<file path="src/rtl/vsx_pkg.sv">
package vsx_pkg;

    localparam int N_LINK = 16;
    localparam int W_MAX  = 6;
    localparam int POS_W  = $clog2(W_MAX + 1);

    typedef enum logic {
        ORDER_ONE = 1'b0,
        ORDER_TWO = 1'b1
    } order_e;

    typedef struct packed {
        order_e           ord;
        logic [POS_W-1:0] sets;
    } cfg_t;

    // Unsupported codes fall back to the highest supported order
    function automatic order_e decode_order(input logic [1:0] code);
        return (code == 2'd1) ? ORDER_ONE : ORDER_TWO;
    endfunction

    function automatic logic [POS_W-1:0] sets_of(input order_e o);
        return (o == ORDER_ONE) ? POS_W'(2) : POS_W'(6);
    endfunction

    // Zero-based counter position that drives zero-based link index
    function automatic int unsigned pos_of(input order_e o, input int unsigned link);
        logic [15:0] first_set_mask;
        int unsigned p;
        first_set_mask = 16'hA5A5;
        if (o == ORDER_ONE) begin
            p = first_set_mask[link[3:0]] ? 0 : 1;
        end else begin
            case (link)
                0, 3, 9, 15:   p = 0;
                1, 7, 8, 14:   p = 1;
                2, 4, 11, 13:  p = 2;
                5, 12:         p = 3;
                6:             p = 4;
                default:       p = 5;
            endcase
        end
        return p;
    endfunction

endpackage

</file>
<file path="src/rtl/vsx_cfg_decode.sv">
module vsx_cfg_decode
    import vsx_pkg::*;
#(
    parameter int N = N_LINK,
    parameter int W = W_MAX,
    parameter int PW = POS_W
) (
    input  logic [1:0]          order_code,
    output logic [PW-1:0]       sets,
    output logic [N-1:0][W-1:0] sel
);
    cfg_t cfg;

    always_comb begin
        cfg.ord  = decode_order(order_code);
        cfg.sets = sets_of(cfg.ord);
    end

    assign sets = cfg.sets;

    for (genvar j = 0; j < N; j++) begin : g_link
        always_comb begin
            sel[j] = '0;
            sel[j][pos_of(cfg.ord, j)] = 1'b1;
        end
    end
endmodule

</file>
<file path="src/rtl/vsx_shift_counter.sv">
module vsx_shift_counter
    import vsx_pkg::*;
#(
    parameter int W = W_MAX,
    parameter int PW = POS_W
) (
    input  logic          clk,
    input  logic          rst,
    input  logic          start,
    input  logic          shift,
    input  logic [PW-1:0] sets,
    output logic [W-1:0]  cnt,
    output logic          done
);
    logic [W-1:0] last_mask;

    always_comb begin
        last_mask = W'(1) << (sets - PW'(1));
        done      = |(cnt & last_mask);
    end

    always_ff @(posedge clk) begin
        if (rst) begin
            cnt <= '0;
        end else if (start) begin
            cnt <= W'(1);
        end else if (shift && (cnt != '0) && !done) begin
            cnt <= cnt << 1;
        end
    end

    AST_START_LOAD: assert property (@(posedge clk) disable iff (rst)
        start |=> (cnt == W'(1)));
    AST_CNT_ONEHOT0: assert property (@(posedge clk) disable iff (rst)
        $onehot0(cnt));
    AST_ADVANCE: assert property (@(posedge clk) disable iff (rst)
        (!start && shift && (cnt != '0) && !done) |=> (cnt == ($past(cnt) << 1)));
    AST_IDLE_STAYS: assert property (@(posedge clk) disable iff (rst)
        (!start && (cnt == '0)) |=> (cnt == '0));
    AST_DONE_HOLD: assert property (@(posedge clk) disable iff (rst)
        (!start && done) |=> $stable(cnt));
endmodule

</file>
<file path="src/rtl/vsx_crossover.sv">
module vsx_crossover
    import vsx_pkg::*;
#(
    parameter int N = N_LINK,
    parameter int W = W_MAX
) (
    input  logic [N-1:0][W-1:0] sel,
    input  logic [W-1:0]        cnt,
    output logic [N-1:0]        role
);
    for (genvar j = 0; j < N; j++) begin : g_sw
        assign role[j] = |(sel[j] & cnt);
    end
endmodule

</file>
<file path="src/rtl/vsx_mapper.sv">
module vsx_mapper
    import vsx_pkg::*;
#(
    parameter int N = N_LINK,
    parameter int W = W_MAX,
    parameter int PW = POS_W
) (
    input  logic          clk,
    input  logic          rst,
    input  logic [1:0]    order_code,
    input  logic          start,
    input  logic          shift,
    output logic [W-1:0]  cnt_pos,
    output logic [N-1:0]  role_b,
    output logic [PW-1:0] set_count,
    output logic          done
);
    logic [N-1:0][W-1:0] sel;

    vsx_cfg_decode #(.N(N), .W(W), .PW(PW)) u_decode (
        .order_code (order_code),
        .sets       (set_count),
        .sel        (sel)
    );

    vsx_shift_counter #(.W(W), .PW(PW)) u_counter (
        .clk   (clk),
        .rst   (rst),
        .start (start),
        .shift (shift),
        .sets  (set_count),
        .cnt   (cnt_pos),
        .done  (done)
    );

    vsx_crossover #(.N(N), .W(W)) u_xbar (
        .sel  (sel),
        .cnt  (cnt_pos),
        .role (role_b)
    );

    for (genvar j = 0; j < N; j++) begin : g_chk
        AST_SEL_ONEHOT: assert property (@(posedge clk) disable iff (rst)
            $onehot(sel[j]));
    end

    AST_IDLE_ROLES: assert property (@(posedge clk) disable iff (rst)
        (cnt_pos == '0) |-> (role_b == '0));
    AST_RESET_CLEAR: assert property (@(posedge clk)
        rst |=> ((cnt_pos == '0) && !done));
endmodule

</file>
<file path="config.mk">
export PLATFORM = sky130hd
export DESIGN_NAME = vsx_mapper
export DESIGN_NICKNAME = d
export VERILOG_FILES = /design/src/rtl/vsx_pkg.sv /design/src/rtl/vsx_cfg_decode.sv /design/src/rtl/vsx_shift_counter.sv /design/src/rtl/vsx_crossover.sv /design/src/rtl/vsx_mapper.sv
export SDC_FILE = /design/constraint.sdc
export NUM_CORES = 1
export LEC_CHECK = 0
export BUFFER_PORTS_ARGS = -buffer_cell sky130_fd_sc_hd__buf_2
export CAP_MARGIN = 40
export CORE_ASPECT_RATIO = 0.7
export CORE_MARGIN = 1.5
export CORE_UTILIZATION = 51
export DETAILED_ROUTE_END_ITERATION = 10
export HOLD_SLACK_MARGIN = 0.15
export PLACE_DENSITY = 0.83
export SETUP_SLACK_MARGIN = 0.3
export SLEW_MARGIN = 20
export SYNTH_ARGS = -nofsm -noshare
export SYNTH_HDL_FRONTEND = slang
export SYNTH_HIERARCHICAL = 1
export SYNTH_SLANG_ARGS = --single-unit
export TNS_END_PERCENT = 100
</file>
<file path="constraint.sdc">
create_clock -name clk -period 1.4 [get_ports clk]
set_input_delay 0.28 -clock clk [delete_from_list [all_inputs] [get_ports clk]]
set_output_delay 0.28 -clock clk [all_outputs]
set_load 0.01 [all_outputs]
</file>
==> metrics.yaml <==
outcome:
  status: "finished, violations left"
  violations: "setup timing"
floorplan:
  die_height_microns: 50.7
  dieArea_sq_mm: 0.00360
  floorplan.initialDensity: 0.529
  core-area_sq_mm: 0.00313
  die_w_microns: 71.1
  io_pins: 32
  std_cell_rows: 17
cells_and_area:
  instances_no_fill: 285
  fillerInstances: 220
  final_common_cell: "conb_1"
  largest_reg_flops: 6
  seqCellArea_sq_um: 133
  antenna_cells: 0
  regMostFlops: "u_counter/cnt"
  syn_to_final_growth_pct: 24.4
  layout_common_cells: "conb_1 (74), a22oi_1 (27), buf_4 (22)"
  multi_input_area_sq_mm: 0.00113
  reg_top3: "u_counter/cnt: 6 flops"
  drive_gt1_frac: 0.482
  layout.nets: 254
setup_path:
  worstPathRequired_ps: 1540
  end_kind: "register"
  cp-start-kind: "register"
  cp_slowest_cell: "or4_4"
  crit_fanout: 6
  max_stage_delay_ps: 550
  worst_ep_arrival_time_ps: 1690
  worstSetupPathType: "register to register"
  worst-path-buf-inv: 0
  crit_family: "simple AND/OR/NAND/NOR gates"
  cp_cell_sequence: "or4_4 -> o31ai_4 -> a31oi_4 -> mux2i_1"
place:
  preCtsSetupSlack_ps: -62.0
  dp.cells: 251
  port_buffers: 29
  hpwl_microns: 2030
  routabilityCongestion: 0.754
grt:
  grtUsageTotal: 0.239
  antenna_found_initial: 0
  grt_pass1_wl_microns: 6580
  grt-ovfl-total: 0
  grt_pass1_vias: 1318
  grt_max_degree: 20
timing:
  timing.final.crit_period_ps: 1550
  whs_ps: 269
  finalWorstSetupSlack_ps: -146
  rsz0062_at_grt: "yes"
  fmax_mhz: 647
  final_max_slew_viol_count: 0
  tns_ps: -1820
  worst_clock_skew_ps: 4.47
  fin_crit_sh: 1.10
  hold_viol_final: 0
  setup_viol: 22
logic_synthesis:
  ys_seq_elements: 6
  syn_inst: 211
  synth-seq-area-share: 0.0726
  postSynthAreaPerCell_sq_um: 7.84
  synthesis.area_sq_mm: 0.00165
  synth_cell_types: 23
  yosys_warnings: 6
cts:
  root_buffer: "clkbuf_8"
  cts_inserted_buffers: 3
  clock-sinks: 6
  clk_pin_slew_worst_paths_ps: 40
  cts_buffer_depth: 2
  clkLatencyLatePin_ps: 240
  cts_tree: "built"
  htree_levels: 1
min_path:
  hp-class: "primary input to register"
job:
  maxCapViolations: 0
detailed_routing:
  drt-pass1-iter-count: 4
  drt_iter0_markers: 59
  via_count: 1406
  antenna_left: 0
  drc: 0
  wirelength_microns: 4350
  avgRoutedWirePerCell_microns: 15.3
  drt-vias-per-instance: 4.93
power_and_ir_drop:
  vdd_drop_max_v: 0.000394
  powerDensity_mw_per_mm2: 420
  power_leakage_nw: 0.993
-- cell type report --
class,instances,area share
clock buffer,4,0.0219
inverter,3,0.00547
multi-input combinational,166,0.551
sequential,6,0.0645
tap,38,0.0231
timing repair buffer,68,0.334
-- where the power goes --
part           total, mW  switching [mW]  internal [mW]  leakage [nW]
clock network      0.300           0.102          0.198        0.0228
registers          0.177         0.00552          0.172        0.0520
logic              0.386           0.203          0.183         0.919
-- final timing paths --
check / startpoint / depth (start not counted) / slack, ps / to
worst max-delay path: u_counter/cnt[1] / 4 / -150 / u_counter/cnt[3]
worst min register to register: u_counter/cnt[4] / 2 / 560 / u_counter/cnt[4]
worst min-delay path: rst / 2 / 270 / u_counter/cnt[0]
worst max register to register: u_counter/cnt[1] / 4 / -150 / u_counter/cnt[3]
-- cell families (layout without fill, tap and decap cells) --
| logic type | Yosys count | count (layout) | synth area share |
|---|---|---|---|
| buffers and inverters | 112 | 75 | 0.529 |
| DFF | 6 | 6 | 0.0726 |
| other | 2 | 74 | 0.00454 |
| AOI/OAI and AO/OA | 55 | 55 | 0.269 |
| and+or+nand+nor | 31 | 32 | 0.0953 |
| muxes | 5 | 5 | 0.0303 |
-- what timing repair did --
item	4_1_cts	5_1_grt
endpoints found under the setup margin	29	28
resized for setup	41	11
setup buffers	15	11
gates cloned	3	1
pin swaps	13	2
hold buffers	0	0
endpoints found under the hold margin	0	0
-- Yosys cell counts --
cell type   n  area [sq um]
a21oi_1     1          5.00
o22ai_1     1          6.26
o21ai_0     1          5.00
nand3_1    16          80.1
o31ai_4     1          21.3
o221ai_1    1          8.76
a31oi_4     1          21.3
mux2i_1     5          50.1
dfxtp_1     6           120
a31oi_1     1          6.26
conb_1      2          7.51
inv_1       3          11.3
nor3_1      1          5.00
nand2b_1    2          12.5
and3_1      1          6.26
buf_4      97           728
nor2_1      1          3.75
or4_4       1          11.3
a22oi_1    46           345
a22oi_2     2          25.0
nor2b_1     2          12.5
nand2_1     7          26.3
buf_6      12           135
-- routing by layer --
| metal | track usage | up-vias | share of wire |
|---|---|---|---|
| li1 | - | 658 | - |
| met1 | 0.282 | 671 | 0.42 |
| met2 | 0.408 | 59 | 0.49 |
| met3 | 0.0482 | 18 | 0.056 |
| met4 | 0.129 | 0 | 0.034 |
| met5 | 0 | - | 0 |
-- per-stage QoR --
step           power [mW]  utilization  area (sq um)
2_1_floorplan       0.577            -          2090
3_3_place_gp        0.432        0.471          1470
3_5_place_dp        0.436        0.471          1470
4_1_cts             0.828        0.605          1890
5_1_grt             0.904        0.658          2060
6_report            0.863        0.658          2060
-- worst reg2reg max path, cell delays in order, from the launching register on --
cell     delay, ps
dfxtp_2        330
or4_4          550
o31ai_4        220
a31oi_4        110
mux2i_1        240
(Power assumes the default switching activity.)
